$ cat config.mk
export PLATFORM = sky130hd
export DESIGN_NAME = wdt_multireq
export DESIGN_NICKNAME = d
export VERILOG_FILES = /design/src/rtl/wdt_pkg.sv /design/src/rtl/wdt_regs.sv /design/src/rtl/wdt_reload.sv /design/src/rtl/wdt_core.sv /design/src/rtl/wdt_multireq.sv
export SDC_FILE = /design/constraint.sdc
export NUM_CORES = 1
export LEC_CHECK = 0
export BUFFER_PORTS_ARGS = -buffer_cell sky130_fd_sc_hd__buf_2
export CORE_UTILIZATION = 62
export CTS_BUF_LIST = sky130_fd_sc_hd__clkbuf_4
export DETAILED_ROUTE_END_ITERATION = 6
export GPL_TIMING_DRIVEN = 0
export PLACE_DENSITY = 0.88
export SLEW_MARGIN = 10
export SYNTH_ARGS = -nofsm -noshare
export SYNTH_HDL_FRONTEND = slang
export SYNTH_SLANG_ARGS = --single-unit
$ cat constraint.sdc
create_clock -name clk -period 3.3 [get_ports clk]
set_clock_uncertainty 0.1 [all_clocks]
set_input_delay 0.165 -clock clk [delete_from_list [all_inputs] [get_ports clk]]
set_output_delay 0.165 -clock clk [all_outputs]
set_load 0.1 [all_outputs]
$ cat src/rtl/wdt_pkg.sv
package wdt_pkg;

  // Register word addresses
  localparam int unsigned A_CTRL   = 0;
  localparam int unsigned A_CFG    = 1;
  localparam int unsigned A_LOAD   = 2;
  localparam int unsigned A_CHEN   = 3;
  localparam int unsigned A_STATUS = 4;
  localparam int unsigned A_COUNT  = 5;
  localparam int unsigned A_CHBASE = 8;

  // Value that counts as a valid reload request
  localparam logic [31:0] RELOAD_KEY = 32'h6E52_4635;

  // Configuration bits, bit 0 is run_halt
  typedef struct packed {
    logic irq_en;
    logic run_sleep;
    logic run_halt;
  } wdt_cfg_t;

endpackage

$ cat src/rtl/wdt_regs.sv
module wdt_regs
  import wdt_pkg::*;
#(
  parameter int unsigned NUM_CH = 4,
  parameter int unsigned CNT_W  = 24,
  parameter int unsigned ADDR_W = 4,
  parameter int unsigned DATA_W = 32
) (
  input  logic              clk,
  input  logic              rst_ni,
  input  logic              clr_i,
  input  logic              we_i,
  input  logic [ADDR_W-1:0] addr_i,
  input  logic [DATA_W-1:0] wdata_i,
  input  logic              running_i,
  input  logic              expired_i,
  input  logic [NUM_CH-1:0] pending_i,
  input  logic [CNT_W-1:0]  cnt_i,
  output wdt_cfg_t          cfg_o,
  output logic [CNT_W-1:0]  load_o,
  output logic [NUM_CH-1:0] chen_o,
  output logic              start_o,
  output logic [DATA_W-1:0] rdata_o
);

  localparam int unsigned CFG_W = $bits(wdt_cfg_t);

  wdt_cfg_t          cfg_q, cfg_d;
  logic [CNT_W-1:0]  load_q, load_d;
  logic [NUM_CH-1:0] chen_q, chen_d;
  logic              locked;
  logic              hit_cfg, hit_load, hit_chen, hit_ctrl;

  assign locked   = running_i | expired_i;
  assign hit_ctrl = we_i && (addr_i == ADDR_W'(A_CTRL));
  assign hit_cfg  = we_i && (addr_i == ADDR_W'(A_CFG))  && !locked;
  assign hit_load = we_i && (addr_i == ADDR_W'(A_LOAD)) && !locked;
  assign hit_chen = we_i && (addr_i == ADDR_W'(A_CHEN)) && !locked;
  assign start_o  = hit_ctrl && wdata_i[0] && !locked;

  always_comb begin
    cfg_d  = cfg_q;
    load_d = load_q;
    chen_d = chen_q;
    if (clr_i) begin
      cfg_d  = '0;
      load_d = '0;
      chen_d = '0;
    end else begin
      if (hit_cfg)  cfg_d  = wdt_cfg_t'(wdata_i[CFG_W-1:0]);
      if (hit_load) load_d = wdata_i[CNT_W-1:0];
      if (hit_chen) chen_d = wdata_i[NUM_CH-1:0];
    end
  end

  always_ff @(posedge clk or negedge rst_ni) begin
    if (!rst_ni) begin
      cfg_q  <= '0;
      load_q <= '0;
      chen_q <= '0;
    end else begin
      cfg_q  <= cfg_d;
      load_q <= load_d;
      chen_q <= chen_d;
    end
  end

  always_comb begin
    rdata_o = '0;
    case (addr_i)
      ADDR_W'(A_CFG):    rdata_o[CFG_W-1:0]  = cfg_q;
      ADDR_W'(A_LOAD):   rdata_o[CNT_W-1:0]  = load_q;
      ADDR_W'(A_CHEN):   rdata_o[NUM_CH-1:0] = chen_q;
      ADDR_W'(A_STATUS): begin
        rdata_o[NUM_CH-1:0] = pending_i;
        rdata_o[DATA_W-1]   = running_i;
      end
      ADDR_W'(A_COUNT):  rdata_o[CNT_W-1:0]  = cnt_i;
      default:           rdata_o = '0;
    endcase
  end

  assign cfg_o  = cfg_q;
  assign load_o = load_q;
  assign chen_o = chen_q;

endmodule

$ cat src/rtl/wdt_reload.sv
module wdt_reload
  import wdt_pkg::*;
#(
  parameter int unsigned NUM_CH = 4,
  parameter int unsigned ADDR_W = 4,
  parameter int unsigned DATA_W = 32
) (
  input  logic              clk,
  input  logic              rst_ni,
  input  logic              clr_i,
  input  logic              armed_i,
  input  logic              we_i,
  input  logic [ADDR_W-1:0] addr_i,
  input  logic [DATA_W-1:0] wdata_i,
  input  logic [NUM_CH-1:0] chen_i,
  output logic              fire_o,
  output logic [NUM_CH-1:0] pending_o
);

  logic [NUM_CH-1:0] served_q, served_d;
  logic [NUM_CH-1:0] hit;
  logic [NUM_CH-1:0] merged;
  logic              key_ok;

  assign key_ok = (wdata_i == DATA_W'(RELOAD_KEY));

  for (genvar i = 0; i < NUM_CH; i++) begin : g_ch
    assign hit[i] = we_i && armed_i && key_ok && chen_i[i] &&
                    (addr_i == ADDR_W'(A_CHBASE + i));
  end

  assign merged = served_q | hit;
  assign fire_o = (|hit) && (chen_i != '0) && ((merged & chen_i) == chen_i);

  always_comb begin
    served_d = merged;
    if (clr_i || fire_o) served_d = '0;
  end

  always_ff @(posedge clk or negedge rst_ni) begin
    if (!rst_ni) served_q <= '0;
    else         served_q <= served_d;
  end

  assign pending_o = chen_i & ~served_q;

endmodule

$ cat src/rtl/wdt_core.sv
module wdt_core
  import wdt_pkg::*;
#(
  parameter int unsigned CNT_W    = 24,
  parameter int unsigned RST_DLY  = 2
) (
  input  logic             clk,
  input  logic             rst_ni,
  input  logic             tick_i,
  input  logic             halt_i,
  input  logic             sleep_i,
  input  wdt_cfg_t         cfg_i,
  input  logic [CNT_W-1:0] load_i,
  input  logic             start_i,
  input  logic             reload_i,
  output logic             running_o,
  output logic             expired_o,
  output logic [CNT_W-1:0] cnt_o,
  output logic             irq_o,
  output logic             sys_reset_o,
  output logic             clr_o
);

  localparam int unsigned DLY_W = $clog2(RST_DLY + 1);

  logic             run_q, run_d;
  logic             exp_q, exp_d;
  logic             rst_q, rst_d;
  logic             irq_q, irq_d;
  logic [CNT_W-1:0] cnt_q, cnt_d;
  logic [DLY_W-1:0] dly_q, dly_d;
  logic             cnt_en;
  logic             clr;

  assign clr    = rst_q && tick_i;
  assign cnt_en = tick_i && (cfg_i.run_halt || !halt_i) && (cfg_i.run_sleep || !sleep_i);

  always_comb begin
    run_d = run_q;
    exp_d = exp_q;
    rst_d = rst_q;
    irq_d = irq_q;
    cnt_d = cnt_q;
    dly_d = dly_q;
    if (clr) begin
      run_d = 1'b0;
      exp_d = 1'b0;
      rst_d = 1'b0;
      irq_d = 1'b0;
      cnt_d = '0;
      dly_d = '0;
    end else begin
      if (start_i && !run_q && !exp_q) begin
        run_d = 1'b1;
        cnt_d = load_i;
      end else if (run_q) begin
        if (reload_i) begin
          cnt_d = load_i;
        end else if (cnt_en) begin
          if (cnt_q <= CNT_W'(1)) begin
            cnt_d = '0;
            run_d = 1'b0;
            exp_d = 1'b1;
            if (cfg_i.irq_en) begin
              irq_d = 1'b1;
              dly_d = DLY_W'(RST_DLY);
            end else begin
              rst_d = 1'b1;
            end
          end else begin
            cnt_d = cnt_q - CNT_W'(1);
          end
        end
      end
      // Deferred reset: counts every tick, whatever the processor does
      if (exp_q && !rst_q && tick_i && (dly_q != '0)) begin
        dly_d = dly_q - DLY_W'(1);
        if (dly_q == DLY_W'(1)) rst_d = 1'b1;
      end
    end
  end

  always_ff @(posedge clk or negedge rst_ni) begin
    if (!rst_ni) begin
      run_q <= 1'b0;
      exp_q <= 1'b0;
      rst_q <= 1'b0;
      irq_q <= 1'b0;
      cnt_q <= '0;
      dly_q <= '0;
    end else begin
      run_q <= run_d;
      exp_q <= exp_d;
      rst_q <= rst_d;
      irq_q <= irq_d;
      cnt_q <= cnt_d;
      dly_q <= dly_d;
    end
  end

  assign running_o   = run_q;
  assign expired_o   = exp_q;
  assign cnt_o       = cnt_q;
  assign irq_o       = irq_q;
  assign sys_reset_o = rst_q;
  assign clr_o       = clr;

endmodule

$ cat src/rtl/wdt_multireq.sv
module wdt_multireq
  import wdt_pkg::*;
#(
  parameter int unsigned NUM_CH  = 4,
  parameter int unsigned CNT_W   = 24,
  parameter int unsigned ADDR_W  = 4,
  parameter int unsigned DATA_W  = 32,
  parameter int unsigned RST_DLY = 2
) (
  input  logic              clk,
  input  logic              rst_n,
  input  logic              tick_en,
  input  logic              cpu_halt,
  input  logic              cpu_sleep,
  input  logic              bus_we,
  input  logic [ADDR_W-1:0] bus_addr,
  input  logic [DATA_W-1:0] bus_wdata,
  output logic [DATA_W-1:0] bus_rdata,
  output logic              irq,
  output logic              sys_reset
);

  logic              rst_meta, rst_ni;
  wdt_cfg_t          cfg;
  logic [CNT_W-1:0]  load_val;
  logic [NUM_CH-1:0] chen;
  logic [NUM_CH-1:0] pending;
  logic [CNT_W-1:0]  cnt;
  logic              start, reload_fire, running, expired, clr;

  // Reset synchronizer: asserts at once, releases on the clock
  always_ff @(posedge clk or negedge rst_n) begin
    if (!rst_n) begin
      rst_meta <= 1'b0;
      rst_ni   <= 1'b0;
    end else begin
      rst_meta <= 1'b1;
      rst_ni   <= rst_meta;
    end
  end

  wdt_regs #(
    .NUM_CH(NUM_CH), .CNT_W(CNT_W), .ADDR_W(ADDR_W), .DATA_W(DATA_W)
  ) u_regs (
    .clk       (clk),
    .rst_ni    (rst_ni),
    .clr_i     (clr),
    .we_i      (bus_we),
    .addr_i    (bus_addr),
    .wdata_i   (bus_wdata),
    .running_i (running),
    .expired_i (expired),
    .pending_i (pending),
    .cnt_i     (cnt),
    .cfg_o     (cfg),
    .load_o    (load_val),
    .chen_o    (chen),
    .start_o   (start),
    .rdata_o   (bus_rdata)
  );

  wdt_reload #(
    .NUM_CH(NUM_CH), .ADDR_W(ADDR_W), .DATA_W(DATA_W)
  ) u_reload (
    .clk       (clk),
    .rst_ni    (rst_ni),
    .clr_i     (clr),
    .armed_i   (running),
    .we_i      (bus_we),
    .addr_i    (bus_addr),
    .wdata_i   (bus_wdata),
    .chen_i    (chen),
    .fire_o    (reload_fire),
    .pending_o (pending)
  );

  wdt_core #(
    .CNT_W(CNT_W), .RST_DLY(RST_DLY)
  ) u_core (
    .clk         (clk),
    .rst_ni      (rst_ni),
    .tick_i      (tick_en),
    .halt_i      (cpu_halt),
    .sleep_i     (cpu_sleep),
    .cfg_i       (cfg),
    .load_i      (load_val),
    .start_i     (start),
    .reload_i    (reload_fire),
    .running_o   (running),
    .expired_o   (expired),
    .cnt_o       (cnt),
    .irq_o       (irq),
    .sys_reset_o (sys_reset),
    .clr_o       (clr)
  );

endmodule

Yosys cells after proc, flatten, opt, wreduce, memory -nomap -nowiden
Cells that the tools add are included.
W data, S select, Z words.
{"block": "totals", "out_inout_bits": 34, "ff_bits": 67, "in_bits": 42, "wordCells": 150}
{"block": "op_classes", "n_mux": 53, "addsub": 2, "reduce_logical": 59, "eq_ne": 16, "bitwise": 5, "magnitude_cmp": 1}
{"operator": "$mux W24", "n": 8}
{"operator": "$pmux W20 S2", "n": 1}
{"operator": "$eq A32 B31 Y1 const B", "n": 1}
{"operator": "$logic_and A1 B1 Y1", "n": 29}
{"operator": "$mux W1", "n": 29}
{"operator": "$le A24 B1 Y1 const B", "n": 1}
{"operator": "$sub A24 B1 Y24 const B", "n": 1}
{"operator": "$eq A4 B4 Y1 const B", "n": 4}
{"operator": "$mux W2", "n": 8}
{"operator": "$reduce_bool A2 Y1", "n": 8}
{"operator": "$pmux W3 S5", "n": 1}
{"operator": "$reduce_bool A3 Y1", "n": 5}
{"operator": "$mux W4", "n": 3}
{"operator": "$reduce_and A6 Y1", "n": 2}
{"operator": "$and A4 B4 Y4", "n": 2}
{"operator": "$eq A4 B2 Y1 const B", "n": 2}
{"operator": "$eq A4 B3 Y1 const B", "n": 2}
{"operator": "$reduce_bool A4 Y1", "n": 2}
{"operator": "$logic_not A1 Y1", "n": 6}
{"operator": "$mux W3", "n": 2}
{"operator": "$ne A3 B2 Y1 const B", "n": 2}
{"operator": "$reduce_and A5 Y1", "n": 1}
{"operator": "$eq A4 B1 Y1 const B", "n": 1}
{"operator": "$eq A4 B4 Y1", "n": 1}
{"operator": "11 further kinds", "n": 14}

Depth between registers and ports, before layout
{"block": "depth", "word_depth": 14, "ltp_mapped": 9, "depth_no_buf": 8}

Hierarchy
A second synthesis with hierarchy kept.
{"block": "unflattened", "cells_unflattened": 477, "hier_area_um2": 4411.7}
{"mod": "wdt_core", "area_per_inst_um2": 1964.4, "instances": 1, "cells_each": 228, "seq_area_each_um2": 750.7}
{"mod": "wdt_regs", "area_per_inst_um2": 1964.4, "instances": 1, "cells_each": 196, "seq_area_each_um2": 775.7}
{"mod": "wdt_reload", "area_per_inst_um2": 429.2, "instances": 1, "cells_each": 50, "seq_area_each_um2": 100.1}
{"mod": "wdt_multireq", "area_per_inst_um2": 53.8, "instances": 1, "cells_each": 3, "seq_area_each_um2": 50.0}

Worst setup path after synthesis
Ideal clock, no wire load.
{"block": "synth_timing", "kind": "input to output", "from": "input bus_addr[2]", "to": "output bus_rdata[2]", "path_slack_ns": -0.073, "path_stages": 4, "t_required_ns": 3.035, "n_path_buf": 1, "arrival_ns": 3.108, "path_cell_list": "buf_1 -> nand2_1 -> o22a_1 -> o31ai_1"}
{"block": "synth_via", "elab_chain_cells": 2, "word_cells_on_any_way": 6, "classes_between": "eq/ne (5); mux (1)"}
{"element": "from (decl)", "line": "wdt_multireq.sv:16", "rtl": "input logic [ADDR_W-1:0] bus_addr,"}
{"element": "$eq A4 B3 Y1 (tied with other cells)", "line": "wdt_regs.sv:70", "rtl": "case (addr_i)"}
{"element": "$pmux W3 S5 (*)", "line": "wdt_regs.sv:70"}
{"element": "to (decl)", "line": "wdt_multireq.sv:18", "rtl": "output logic [DATA_W-1:0] bus_rdata,"}
Every way passes the cells marked *; elsewhere a longest branch is shown, timed or not.

Worst setup path in the final report
Same ends and word-level chain as after synthesis.

==> impl_metrics.py <==
metrics = {
    "yosys": {
        "yosysWarnings": 0,
        "synthCells": 478,
        "synth_seq_cells": 67,
        "ys_top_cells_by_area": "dfrtp_1 41%, nand2_1 7.1%, a21oi_1 5.4%",
        "synth_flop_cell": "dfrtp_1",
        "synth_enable_flop_cells": 0,
        "ys_async_sr_fraction": 1.00,
        "avgSynthCellArea_um2": 8.59,
        "synth_top_area_share": 0.408,
        "ys_types": 65,
        "yosys.area.top_type": "dfrtp_1",
        "syn_area_mm2": 0.00411,
        "yosysSeqAreaShare": 0.408,
    },
    "clock_tree": {
        "clkTransAtPathRegs_ns": 0.12,
        "post_cts_buffers": 0,
        "ctsLongestPathBuffers": 2,
        "clkSinkCount": 67,
        "cts_root_buffer": "clkbuf_4",
        "cts_tree": "built",
        "clock_latency_ns": 0.45,
        "cts_made_buffers": 9,
        "htreeDepth": 3,
    },
    "sta": {
        "grt_setup_unrepaired": "false",
        "finalSetupTns_ns": 0,
        "setup_viol": 0,
        "hold_viol": 0,
        "tightest_slew_ns": 0.854,
        "min_period_ns": 3.12,
        "relSlewSlack": 0.431,
        "period_share": 0.945,
        "slew_violations": 0,
        "fmax_mhz": 321,
    },
    "finish": {
        "layout_common_cells": "78 x nand2_1, 75 x buf_2, 66 x dfrtp_1, 44 x a21oi_1, 37 x nor2_1",
        "n_antenna_cell": 0,
        "nFillCells": 435,
        "syn_to_final_growth_pct": 21.8,
        "drive_gt1_frac": 0.191,
        "final_area_mm2": 0.00500,
        "nNetsFinal": 633,
        "final_common_cell": "nand2_1",
    },
    "power_and_ir_drop": {
        "seqPwrFrac": 0.406,
        "internal-power_mw": 2.06,
        "pwr-share-comb": 0.430,
        "p_total_mw": 3.89,
        "cellLeakagePower_nw": 2.27,
        "swShare": 0.471,
        "clkPwrFrac": 0.165,
        "switchingPower_mw": 1.83,
        "ir_drop_uv": 686,
        "power_density_mw_per_mm2": 777,
    },
    "drt": {
        "wl_mm": 13.3,
        "drt-initial-drc-count": 584,
        "vias": 4427,
        "via_per_inst": 6.62,
        "first_pass_iters": 5,
        "wl_per_cell_um": 19.8,
        "drtAntennaViolNets": 0,
        "drc": 0,
    },
    "outcome": {
        "run_status": "completed",
    },
    "critical_path": {
        "required_ns": 3.03,
        "endpoint_kind": "output port",
        "worstPathMaxFanout": 10,
        "startpoint_type": "input port",
        "worst_ep_arrival_time_ns": 2.85,
        "worstSetupPathType": "input port to output port",
    },
    "die": {
        "coreArea_mm2": 0.00639,
        "initial_core_util": 0.643,
        "boundaryPins": 76,
        "die_height_um": 83.4,
        "fp-row-count": 29,
        "die_area_mm2": 0.00695,
        "fp.dieW_um": 83.4,
    },
    "grt": {
        "antenna_found_initial": 0,
        "met2_usage": 0.611,
        "grt_util_met3": 0.107,
        "grt_max_degree": 66,
        "grt_use_total": 0.400,
        "met1_usage": 0.498,
        "grt_busiest_layer": "met2",
        "first_global_vias": 4297,
        "grt_first_pass_wirelength_mm": 21.6,
        "globalRouteOverflowTotal": 0,
    },
    "placement": {
        "finalWeightedCongestion": 0.917,
        "placed_area_mm2": 0.00457,
        "dp_hpwl_mm": 8.68,
        "portBuffers": 65,
    },
    "worst_hold_path": {
        "worstHoldPathType": "input port to flip-flop",
    },
    "flow_run": {
        "drv_cap": 0,
    },
}
[state kept, by name, indices dropped and copies added (netlist names)]
register            cells
u_core.expired_o        1
u_regs.cfg_o            3
u_regs.chen_o           4
rst_meta                1
u_core.sys_reset_o      1
u_core.running_o        1
rst_ni                  1
u_regs.load_o          24
u_core.irq_o            1
u_reload.served_q       4
u_core.dly_q            2
u_core.cnt_o           24
[cell type report]
| class | count | area, um^2 | share of cell area |
|---|---|---|---|
| Buffer | 38 | 189 | 0.0378 |
| Sequential cell | 67 | 1680 | 0.336 |
| Clock buffer | 9 | 67.6 | 0.0135 |
| Inverter | 11 | 41.3 | 0.00825 |
| Multi-Input combinational cell | 368 | 2240 | 0.448 |
| Timing Repair Buffer | 92 | 596 | 0.119 |
| Tap cell | 77 | 96.3 | 0.0193 |
| Clock inverter | 7 | 91.3 | 0.0183 |
[kinds of logic after synthesis]
group,share of synthesized area
simple gates,0.275
flops,0.408
xor+xnor,0.00640
fa+ha+maj,0.0122
other cells,0.00183
buf+inv,0.0560
compound gates,0.221
mux,0.0195
[synth_stat cells (all sizes together), types with 2 or more instances]
library cell / count
a22o: 20
nor3: 21
dfrtp: 67
nor4b: 4
and4b: 2
ha: 4
nand2: 78
o311a: 5
a21oi: 44
and2: 2
or2: 2
nor2: 38
nand4: 8
nand3: 17
o22ai: 3
xnor2: 3
o22a: 2
nand3b: 3
or3: 3
mux2i: 8
nor3b: 3
or4: 6
and3: 6
conb: 2
a211oi: 9
inv: 11
nand2b: 7
a31oi: 9
nor4: 5
and4: 2
clkbuf: 19
o41ai: 3
nor4bb: 4
o31ai: 5
o211ai: 4
buf: 19
o21ai: 16
[power groups by stage]
| stage | Clock, mW | Sequential [mW] | Combinational [mW] |
|---|---|---|---|
| after floorplan | 0 | 1.50 | 1.23 |
| final | 0.641 | 1.58 | 1.67 |
| after detailed placement | 0 | 1.57 | 1.58 |
| after global routing | 0.674 | 1.62 | 1.79 |
| after global placement | 0 | 1.55 | 1.52 |
| after CTS | 0.625 | 1.55 | 1.62 |
[layer usage]
layer	vias to the layer above	share of wire	wire length (um)
li1	1960	-	-
met1	2080	0.37	4860
met2	317	0.48	6320
met3	70	0.11	1410
met4	0	0.052	691
met5	-	0	0
[what timing repair did]
action / CTS / global route
hold endpoints to repair: 33 / 0
setup endpoints to repair: 0 / 20
resized for setup: 0 / 1
hold buffers: 27 / 0
[worst max-delay path, cell delays in order]
cell	delay [ns]
dlygate4sd3_1	0.53
buf_2	0.14
buf_1	0.26
nor4b_4	0.55
clkbuf_1	0.46
a21oi_1	0.20
o31ai_2	0.09
buf_2	0.45
[final timing paths]
| kind | slack (ns) | cells past startpoint | end | from |
|---|---|---|---|---|
| worst max-delay path | 0.18 | 8 | bus_rdata[2] | bus_addr[2] |
| worst min-delay path | 0.02 | 3 | u_core.dly_q[0] | tick_en |
| worst max register to register | 0.66 | 8 | u_core.dly_q[0] | u_core.cnt_o[0] |
| worst min register to register | 0.27 | 0 | rst_ni | rst_meta |
| max in group asynchronous | 2.20 | 0 | u_core.running_o | rst_ni |
| min in group asynchronous | 0.35 | 0 | u_core.dly_q[0] | rst_ni |
[metrics by stage]
step	hold WS [ns]	instances	worst slack, ns	utilization
finish	0.0173	669	0.182	0.784
global route	0.0566	669	0.0518	0.784
CTS	0.0255	669	0.0194	0.782
detailed placement	-0.148	626	0.578	0.715
global placement	-0.150	626	0.481	0.714
floorplan	-0.231	484	0.104	-
Note: power is estimated with default switching activity, not from simulation.
